### src/rtl/tmr_oc_pkg.sv
package tmr_oc_pkg;

    typedef enum logic [2:0] {
        OCM_FREEZE = 3'b000,
        OCM_SET    = 3'b001,
        OCM_CLR    = 3'b010,
        OCM_TOG    = 3'b011,
        OCM_LO     = 3'b100,
        OCM_HI     = 3'b101,
        OCM_PWM1   = 3'b110,
        OCM_PWM2   = 3'b111
    } ocm_e;

    // Packed MSB first: direction lands in bits [1:0].
    typedef struct packed {
        logic       pol_comp;
        logic       pol_main;
        logic       clr_en;
        ocm_e       mode;
        logic       pre_en;
        logic [1:0] dir;
    } oc_ctrl_t;

    localparam int         CTRL_W    = $bits(oc_ctrl_t);
    localparam logic       ADDR_CTRL = 1'b0;
    localparam logic       ADDR_CMP  = 1'b1;
    localparam logic [1:0] DIR_OUT   = 2'b00;
    localparam logic [1:0] LOCK_FULL = 2'd3;

    function automatic logic is_pwm(input ocm_e m);
        return (m == OCM_PWM1) || (m == OCM_PWM2);
    endfunction

    // Apply a control write, keeping the mode when it is locked.
    function automatic oc_ctrl_t merge_ctrl(input oc_ctrl_t cur,
                                            input oc_ctrl_t req,
                                            input logic     mode_locked);
        oc_ctrl_t res;
        res = req;
        if (mode_locked) res.mode = cur.mode;
        return res;
    endfunction

endpackage

### src/rtl/tmr_oc_regs.sv
module tmr_oc_regs
    import tmr_oc_pkg::*;
#(
    parameter int CW = 16
) (
    input  logic          clk,
    input  logic          rst,
    input  logic          wr_en,
    input  logic          wr_addr,
    input  logic [CW-1:0] wr_data,
    input  logic          upd_evt,
    input  logic [1:0]    lock_lvl,
    input  logic          rd_addr,
    output oc_ctrl_t      ctrl,
    output logic [CW-1:0] cmp_shadow,
    output logic [CW-1:0] cmp_act,
    output logic [CW-1:0] rd_data
);

    logic mode_locked;
    logic wr_ctrl, wr_cmp;

    assign mode_locked = (lock_lvl == LOCK_FULL) && (ctrl.dir == DIR_OUT);
    assign wr_ctrl     = wr_en && (wr_addr == ADDR_CTRL);
    assign wr_cmp      = wr_en && (wr_addr == ADDR_CMP);

    always_ff @(posedge clk) begin
        if (rst) begin
            ctrl <= '0;
        end else if (wr_ctrl) begin
            ctrl <= merge_ctrl(ctrl, oc_ctrl_t'(wr_data[CTRL_W-1:0]), mode_locked);
        end
    end

    always_ff @(posedge clk) begin
        if (rst) begin
            cmp_shadow <= '0;
            cmp_act    <= '0;
        end else begin
            if (wr_cmp) cmp_shadow <= wr_data;
            if (ctrl.pre_en) begin
                if (upd_evt) cmp_act <= cmp_shadow;
            end else if (wr_cmp) begin
                cmp_act <= wr_data;
            end
        end
    end

    always_comb begin
        rd_data = '0;
        if (rd_addr == ADDR_CTRL) rd_data[CTRL_W-1:0] = ctrl;
        else if (ctrl.pre_en)     rd_data = cmp_shadow;
        else                      rd_data = cmp_act;
    end

endmodule

### src/rtl/tmr_oc_cmp.sv
module tmr_oc_cmp #(
    parameter int CW = 16
) (
    input  logic          clk,
    input  logic          rst,
    input  logic [CW-1:0] cnt_val,
    input  logic          cnt_down,
    input  logic [CW-1:0] cmp_act,
    output logic          match,
    output logic          pwm_act,
    output logic          cmp_edge
);

    logic above;
    logic pwm_prev;

    assign match   = (cnt_val == cmp_act);
    assign above   = (cnt_val > cmp_act);
    // Level of the first PWM mode; the second mode inverts it later.
    assign pwm_act = cnt_down ? above : !above;

    always_ff @(posedge clk) begin
        if (rst) pwm_prev <= 1'b0;
        else     pwm_prev <= pwm_act;
    end

    assign cmp_edge = (pwm_act != pwm_prev);

endmodule

### src/rtl/tmr_oc_refgen.sv
module tmr_oc_refgen
    import tmr_oc_pkg::*;
(
    input  logic clk,
    input  logic rst,
    input  ocm_e mode,
    input  logic clr_en,
    input  logic ext_clr,
    input  logic match,
    input  logic pwm_act,
    input  logic cmp_edge,
    output logic oc_ref
);

    ocm_e mode_prev;
    logic pwm_lvl;
    logic pwm_load;

    assign pwm_lvl  = (mode == OCM_PWM1) ? pwm_act : !pwm_act;
    assign pwm_load = cmp_edge || (mode_prev == OCM_FREEZE);

    always_ff @(posedge clk) begin
        if (rst) begin
            oc_ref    <= 1'b0;
            mode_prev <= OCM_FREEZE;
        end else begin
            mode_prev <= mode;
            if (clr_en && ext_clr) begin
                oc_ref <= 1'b0;
            end else begin
                unique case (mode)
                    OCM_FREEZE: oc_ref <= oc_ref;
                    OCM_SET:    if (match) oc_ref <= 1'b1;
                    OCM_CLR:    if (match) oc_ref <= 1'b0;
                    OCM_TOG:    if (match) oc_ref <= !oc_ref;
                    OCM_LO:     oc_ref <= 1'b0;
                    OCM_HI:     oc_ref <= 1'b1;
                    default:    if (is_pwm(mode) && pwm_load) oc_ref <= pwm_lvl;
                endcase
            end
        end
    end

endmodule

### src/rtl/tmr_oc_channel.sv
module tmr_oc_channel
    import tmr_oc_pkg::*;
#(
    parameter int CW = 16
) (
    input  logic          clk,
    input  logic          rst,
    input  logic [CW-1:0] cnt_val,
    input  logic          cnt_down,
    input  logic          upd_evt,
    input  logic          ext_clr,
    input  logic [1:0]    lock_lvl,
    input  logic          wr_en,
    input  logic          wr_addr,
    input  logic [CW-1:0] wr_data,
    input  logic          rd_addr,
    output logic [CW-1:0] rd_data,
    output logic          oc_ref,
    output logic          oc_main,
    output logic          oc_comp
);

    oc_ctrl_t      ctrl_q;
    logic [CW-1:0] cmp_shadow;
    logic [CW-1:0] cmp_act;
    logic          match_w;
    logic          pwm_act_w;
    logic          cmp_edge_w;

    tmr_oc_regs #(.CW(CW)) u_regs (
        .clk        (clk),
        .rst        (rst),
        .wr_en      (wr_en),
        .wr_addr    (wr_addr),
        .wr_data    (wr_data),
        .upd_evt    (upd_evt),
        .lock_lvl   (lock_lvl),
        .rd_addr    (rd_addr),
        .ctrl       (ctrl_q),
        .cmp_shadow (cmp_shadow),
        .cmp_act    (cmp_act),
        .rd_data    (rd_data)
    );

    tmr_oc_cmp #(.CW(CW)) u_cmp (
        .clk      (clk),
        .rst      (rst),
        .cnt_val  (cnt_val),
        .cnt_down (cnt_down),
        .cmp_act  (cmp_act),
        .match    (match_w),
        .pwm_act  (pwm_act_w),
        .cmp_edge (cmp_edge_w)
    );

    tmr_oc_refgen u_ref (
        .clk      (clk),
        .rst      (rst),
        .mode     (ctrl_q.mode),
        .clr_en   (ctrl_q.clr_en),
        .ext_clr  (ext_clr),
        .match    (match_w),
        .pwm_act  (pwm_act_w),
        .cmp_edge (cmp_edge_w),
        .oc_ref   (oc_ref)
    );

    assign oc_main = oc_ref ^ ctrl_q.pol_main;
    assign oc_comp = !oc_ref ^ ctrl_q.pol_comp;

endmodule

### config.mk
export PLATFORM = sky130hd
export DESIGN_NAME = tmr_oc_channel
export DESIGN_NICKNAME = d
export VERILOG_FILES = /design/src/rtl/tmr_oc_pkg.sv /design/src/rtl/tmr_oc_regs.sv /design/src/rtl/tmr_oc_cmp.sv /design/src/rtl/tmr_oc_refgen.sv /design/src/rtl/tmr_oc_channel.sv
export SDC_FILE = /design/constraint.sdc
export NUM_CORES = 1
export LEC_CHECK = 0
export ABC_CLOCK_PERIOD_IN_PS = 2200
export CORE_MARGIN = 4
export CORE_UTILIZATION = 48
export DETAILED_ROUTE_END_ITERATION = 10
export DONT_BUFFER_PORTS = 1
export PLACE_DENSITY = 0.68
export SETUP_SLACK_MARGIN = 0.3
export SYNTH_ARGS = -nofsm -noshare
export SYNTH_HDL_FRONTEND = slang
export SYNTH_HIERARCHICAL = 1
export SYNTH_SLANG_ARGS = --single-unit
### constraint.sdc
create_clock -name clk -period 2.2 [get_ports clk]
set_clock_uncertainty 0.1 [all_clocks]
set_input_delay 0.22 -clock clk [delete_from_list [all_inputs] [get_ports clk]]
set_output_delay 0.22 -clock clk [all_outputs]
set_load 0.01 [all_outputs]
==> key figures, run 1 <==
Detailed routing
  • Vias/cell: approximately 5.6
  • Met2 wire length: 3250 µm
  • Met3 wire length: ~500 µm
  • M1 WL: approximately 3300 µm
  • DR top layer: met4
  • Final wirelength: a little over 7000 µm
  • Drt pass-1 iters: 4
  • Routed wire per std cell: 16.7 µm
  • Starting DRC count in detailed routing: ~170
  • Vias post-DR: 2392
  • Drt drc: 0
  • Antenna Nets Post-Route: 0

Timing
  • Final setup viols: 1
  • Fin crit period: between 2000 and 2500 ps
  • Hold Slack: ~9.0 ps
  • Unrepaired setup endpoints after global routing: true
  • Fmax: 420 MHz
  • Worst-Margin Slew: between 800 and 900 ps
  • Final setup margin: -182 ps
  • Slew headroom: 0.429
  • Hold Violations, Final: 0
  • Fin crit share: 1.08
  • Final slew viol count: 0
  • Setup TNS Final: -182 ps

Yosys
  • Mux cell area share after synthesis: 0.146
  • Area leader, netlist: dfxtp_1
  • Largest family of logic cells by synthesized area: simple AND/OR/NAND/NOR gates
  • Cell Area, Synth: ~2700 µm²
  • Post-synthesis xor/xnor area fraction: 0.0146
  • Largest cells by area after synthesis: dfxtp_1 34%, mux2i_1 15%, ha_1 7.3%, a21oi_1 6.0%, nand2_1 5.2%
  • Synth Area in Adders: 0.0732
  • Sequential-to-total area share from yosys stat: 0.337
  • Gate Count Post-Synth: roughly 320
  • Post-synthesis compound-gate area fraction: 0.163
  • Syn avg cell area: around 8.6 µm²
  • Ys Warns: 6
  • #FFs+latches synth: 46
  • Count of different cell masters after synthesis: 40
  • Post-synthesis simple-gate area fraction: 0.199
  • Share of the synthesized area in the top cell type: 0.337
  • Syn Nets: about 380

Final layout
  • Multi-input logic area: between 1500 and 2000 µm²
  • Final Util: 0.623
  • Most common cell after layout, fill and taps aside: mux2i_1
  • Layout Nets: roughly 410
  • Layout area overhead: 25.4%
  • Share of layout cells above drive strength 1: 0.250
  • Non-Filler Instances: about 430
  • Commonest cells after routing, fill and taps aside: 40 x mux2i_1, 38 x nand2_1, 35 x dfxtp_1
  • Fillers: between 400 and 500
  • Seq. cell area: about 930 µm²
  • Ant. Diodes: 0
  • Fin area: 3430 µm²

Placement
  • Dpl cells: approximately 400
  • DPL Wire Length: ~4800 µm
  • GP Congestion: 0.807
  • Placed standard-cell area: 3010 µm²
  • Pre-CTS setup slack: -184 ps
  • Port Buffers: 0

Clock network
  • Worst-path clk slew: ~90 ps
  • Clock sinks: 46
  • Inserted Clock Buffers: 5
  • H-tree levels: 2
  • CTS tree: yes
  • Root buf cell: clkbuf_8
  • Skew-Pair Late Insertion Delay: 300 ps
  • Clk buf depth: 2

Power
  • Pwr Density: slightly below 600 nW/µm²
  • Static Leak: 1.29 nW
  • Total power: roughly 2 mW
  • Peak ir drop on the vdd network: roughly 0.44 mV

Global route
  • Initial antenna violation count: 0
  • Total grt overflow: 0
  • Tot GR Track Use: 0.202
  • Vias in the first global route: 2313
  • Largest net degree at the start of global routing: 46
  • First-pass GRT wire length: 11400 µm

Floorplan
  • IO Pins: 61
  • Starting density of the core: 0.497
  • Chip width: about 83 µm
  • Die H: 83.5 µm
  • Die footprint: ~7000 µm²
  • Core area: around 5500 µm²
  • Site Rows: 27

Critical path
  • CP arrival: around 2500 ps
  • Worst r2r src: u_regs/cmp_act[14]$_SDFFE_PP0P_
  • Crit path max-delay family: compound AO/OA/AOI/OAI gates
  • WP buf/inv: 1
  • Critical Path RT: around 2300 ps
  • Slowest-stage cell, CP: dfxtp_2
  • Critical Path Max Stage Delay: about 370 ps
  • CP dominant cell by count: a21oi_1
  • Max FO, Critical Path: 3
  • Setup CP Type: reg2reg
  • Type of origin of the critical path: register
  • CP Capture Type: register
  • Crit-path cells: inv_2 -> ha_4 -> nand4_4 -> or3_4 -> o21bai_4 -> a21oi_1 -> xnor3_1 -> o41ai_1 -> a21oi_1
  • Worst Setup SP: u_regs/cmp_act[14]$_SDFFE_PP0P_

Run status
  • Status: finished, violations left
  • Failing checks: setup timing

Run
  • Max Cap Viol: 0

Min path
  • Worst hold start: rst
  • Hold WC Path Type: in2reg
## report_power, final
part / switching [mW] / total [mW] / internal [mW]
Clock: 0.280 / 0.534 / 0.254
Combinational: 0.267 / 0.528 / 0.261
Sequential: 0.0411 / 0.928 / 0.887
Total: 0.589 / 1.99 / 1.40
## cells in the mapped netlist, drive strengths merged
cell type  number
a211oi         19
a21oi          33
a221oi          1
a31oi           3
and2            2
and3            1
and3b           1
buf             8
clkbuf         13
dfxtp          46
ha             16
inv            19
mux2i          40
nand2          38
nand2b          8
nand3b          1
nand4           2
nor2           20
nor2b           9
nor3           19
nor4            4
o21ai           3
o21bai          1
o221ai          1
o22ai           1
o2bb2ai         1
o41ai           1
or2             1
or3             2
xnor2           1
xnor3           1
xor2            1
## sequential cells by signal, indices dropped and copies added, names as in the netlist
| signal | count |
|---|---|
| u_regs/cmp_act | 16 |
| u_regs/cmp_shadow | 16 |
| u_regs/ctrl | 9 |
| u_ref/mode_prev | 3 |
| u_cmp/pwm_prev | 1 |
| u_ref/oc_ref | 1 |
## metal layers
layer,vias to the layer above,GRT usage
met5,-,0
met4,0,0.0526
met3,8,0.0503
met2,77,0.314
met1,1116,0.279
li1,1191,-
## cell type report
type / count / area share
Clock inverter: 1 / 0.00146
Multi-Input combinational cell: 231 / 0.520
Tap cell: 72 / 0.0263
Clock buffer: 7 / 0.0252
Timing Repair Buffer: 52 / 0.133
Inverter: 19 / 0.0208
Sequential cell: 46 / 0.272
## timing repair
action / 4_1_cts / 5_1_grt
hold buffers: 18 / 1
resized for setup: 8 / 10
pin swaps: 6 / 2
setup buffers: 5 / 2
endpoints found under the setup margin: 7 / 3
hold endpoints to repair: 46 / 1
## logic make-up (layout without fill, tap and decap cells)
family,after synthesis,in the layout
AND/OR/NAND/NOR,108,108
buffers and inverters,40,79
adder cells (fa/ha/maj),16,16
multiplexers,40,40
XOR/XNOR,3,3
flip-flops,46,46
AO/OA/AOI/OAI,64,64
## path summary, 6_finish.rpt
path	endpoint	slack, ps	cells after the start
worst min register to register	u_regs/cmp_shadow[7]$_SDFFE_PP0P_	370	2
worst max register to register	u_ref/oc_ref$_SDFFE_PP0P_	-180	9
worst min-delay path	u_regs/ctrl[4]$_SDFFE_PP0P_	9	2
worst max-delay path	u_ref/oc_ref$_SDFFE_PP0P_	-180	9
Note: power is estimated with default switching activity, not from simulation.
==> inputs of run 2 (changes only) <==
CAP_MARGIN = 20   (was not set)
PLACE_DENSITY = 0.75   (was 0.68)
==> key figures, run 2 (synthesis gave the netlist of run 1 again) <==
Detailed routing
  • Drt drc: 0 (unchanged)
  • Drt pass-1 iters: 4 (unchanged)
  • Final wirelength: 7520 µm (+5.0%)
  • Routed wire per std cell: 17.6 µm (+5.2%)
  • Starting DRC count in detailed routing: 175 (+5.4%)
  • Vias/cell: 5.58 (-0.10%)
  • Vias post-DR: 2384 (-0.33%)
  • Antenna Nets Post-Route: 0 (unchanged)

Final layout
  • Layout area overhead: 26.3%
  • Ant. Diodes: 0 (unchanged)
  • Top Registers: u_regs/cmp_act x16, u_regs/cmp_shadow x16, u_regs/ctrl x9
  • Non-Filler Instances: 427 (-0.23%)
  • Commonest cells after routing, fill and taps aside: 40 x mux2i_1, 38 x nand2_1, 35 x dfxtp_1
  • Fin area: 3450 µm² (+0.66%)
  • Layout Nets: 412 (-0.24%)
  • Most common cell after layout, fill and taps aside: mux2i_1
  • Share of layout cells above drive strength 1: 0.259 (+0.00915)

Timing
  • Slew headroom: 0.409 (-0.0193)
  • Final setup viols: 1 (unchanged)
  • Fin crit period: 2450 ps (+62.8 ps)
  • Hold Violations, Final: 0 (unchanged)
  • Fin crit share: 1.11 (+0.0285)
  • Unrepaired setup endpoints after global routing: true
  • Hold Slack: 10.5 ps (+1.50 ps)
  • Fmax: 409 MHz (-2.6%)
  • Final slew viol count: 0 (unchanged)
  • Worst-Margin Slew: 886 ps (+29.0 ps)
  • Final setup margin: -245 ps (-62.8 ps)
  • Setup TNS Final: -245 ps (-62.8 ps)

Clock network
  • CTS tree: yes
  • H-tree levels: 2 (unchanged)
  • Worst-path clk slew: 90 ps (about the same)
  • Clk buf depth: 2 (unchanged)
  • Inserted Clock Buffers: 5 (unchanged)
  • Root buf cell: clkbuf_8
  • Skew-Pair Late Insertion Delay: 300 ps (about the same)
  • Clock sinks: 46 (unchanged)

Floorplan
  • Die footprint: 6970 µm² (unchanged)
  • IO Pins: 61 (unchanged)
  • Starting density of the core: 0.497 (unchanged)
  • Chip width: 83.5 µm (unchanged)
  • Die H: 83.5 µm (unchanged)
  • Site Rows: 27 (unchanged)
  • Core area: 5510 µm² (unchanged)

Critical path
  • Flop-to-flop setup slack: -250 ps (-60 ps)
  • Max FO, Critical Path: 3 (unchanged)
  • Critical Path RT: 2280 ps (about the same)
  • Type of origin of the critical path: register
  • CP arrival: 2530 ps (+70 ps)
  • Reg2reg end: u_ref/oc_ref$_SDFFE_PP0P_
  • R2R depth: 9 (unchanged)
  • CP Capture Type: register
  • Worst r2r src: u_regs/cmp_act[14]$_SDFFE_PP0P_
  • Setup CP Type: reg2reg

Run status
  • Status: finished, violations left
  • Failing checks: setup timing

Min path
  • Worst hold stages: 2 (unchanged)
  • Hold Path End: u_regs/ctrl[4]$_SDFFE_PP0P_
  • Hold WC Path Type: in2reg
  • Worst hold start: rst

Placement
  • DPL Wire Length: 5000 µm (+4.4%)
  • Dpl cells: 394 (unchanged)
  • Placed standard-cell area: 3010 µm² (unchanged)
  • GP Congestion: 0.805 (-0.21%)
  • Port Buffers: 0 (unchanged)

Run
  • Max Cap Viol: 0 (unchanged)

Power
  • Static Leak: 1.28 nW (-0.38%)
  • Pwr Density: 577 nW/µm² (-0.53%)
  • Peak ir drop on the vdd network: 0.254 mV (-42%)

Global route
  • Initial antenna violation count: 0 (unchanged)
  • Largest net degree at the start of global routing: 45 (-2.2%)
  • Tot GR Track Use: 0.217 (+0.0157)
  • Vias in the first global route: 2450 (+5.9%)
  • First-pass GRT wire length: 12300 µm (+7.3%)
  • Total grt overflow: 0 (unchanged)
run 2: how the worst max path moves through the flow:
stage                                                from                        end  slack (ps)  depth (start not counted)
after floorplan            u_regs/cmp_act[6]$_SDFFE_PP0P_  u_ref/oc_ref$_SDFFE_PP0P_         -80                         11
after global placement    u_regs/cmp_act[12]$_SDFFE_PP0P_  u_ref/oc_ref$_SDFFE_PP0P_        -130                          9
after detailed placement   u_regs/cmp_act[9]$_SDFFE_PP0P_  u_ref/oc_ref$_SDFFE_PP0P_        -230                         11
after CTS                 u_regs/cmp_act[11]$_SDFFE_PP0P_  u_ref/oc_ref$_SDFFE_PP0P_        -170                         11
after global routing      u_regs/cmp_act[10]$_SDFFE_PP0P_  u_ref/oc_ref$_SDFFE_PP0P_        -350                         11
final                     u_regs/cmp_act[14]$_SDFFE_PP0P_  u_ref/oc_ref$_SDFFE_PP0P_        -250                          9
run 2: layout make-up:
type | instances | area, µm²
clock buffer | 6 | 72.6
clock inverter | 2 | 13.8
fill | 444 | 2050
inverter | 19 | 71.3
multi-input combinational | 231 | 1820
sequential | 46 | 935
tap | 72 | 90.1
timing repair buffer | 51 | 448
run 2: what timing repair did:
item	in CTS	in global routing
setup buffers	5	2
endpoints found under the hold margin	46	0
pin swaps	3	2
resized for setup	17	5
hold buffers	18	0
endpoints found under the setup margin	5	3
run 2: critical path: stages, from the launching register on:
cell and delay [ps]:
dfxtp_2 350, inv_2 40, ha_4 270, nand4_4 110, or3_4 370, o21bai_4 190
a21oi_1 180, xnor3_1 280, o41ai_1 330, a21oi_1 120
run 2: layer usage:
metal | part of all wire | GRT usage
met1 | 0.44 | 0.282
met2 | 0.46 | 0.354
met3 | 0.081 | 0.0582
met4 | 0.016 | 0.0658
met5 | 0 | 0
run 2: per-stage QoR:
stage | total power, mW | setup slack, ps | utilization
final | 1.99 | -245 | 0.627
after global routing | 2.10 | -355 | 0.627
after CTS | 1.98 | -167 | 0.619
after detailed placement | 1.38 | -230 | 0.546
after global placement | 1.37 | -129 | 0.546
after floorplan | 1.28 | -75.4 | -
run 2: power by group:
| group | internal [mW] | leakage [nW] | switching (mW) |
|---|---|---|---|
| Combinational | 0.269 | 0.857 | 0.279 |
| Clock | 0.225 | 0.0452 | 0.293 |
| Sequential | 0.887 | 0.381 | 0.0408 |
| Total | 1.38 | 1.28 | 0.613 |
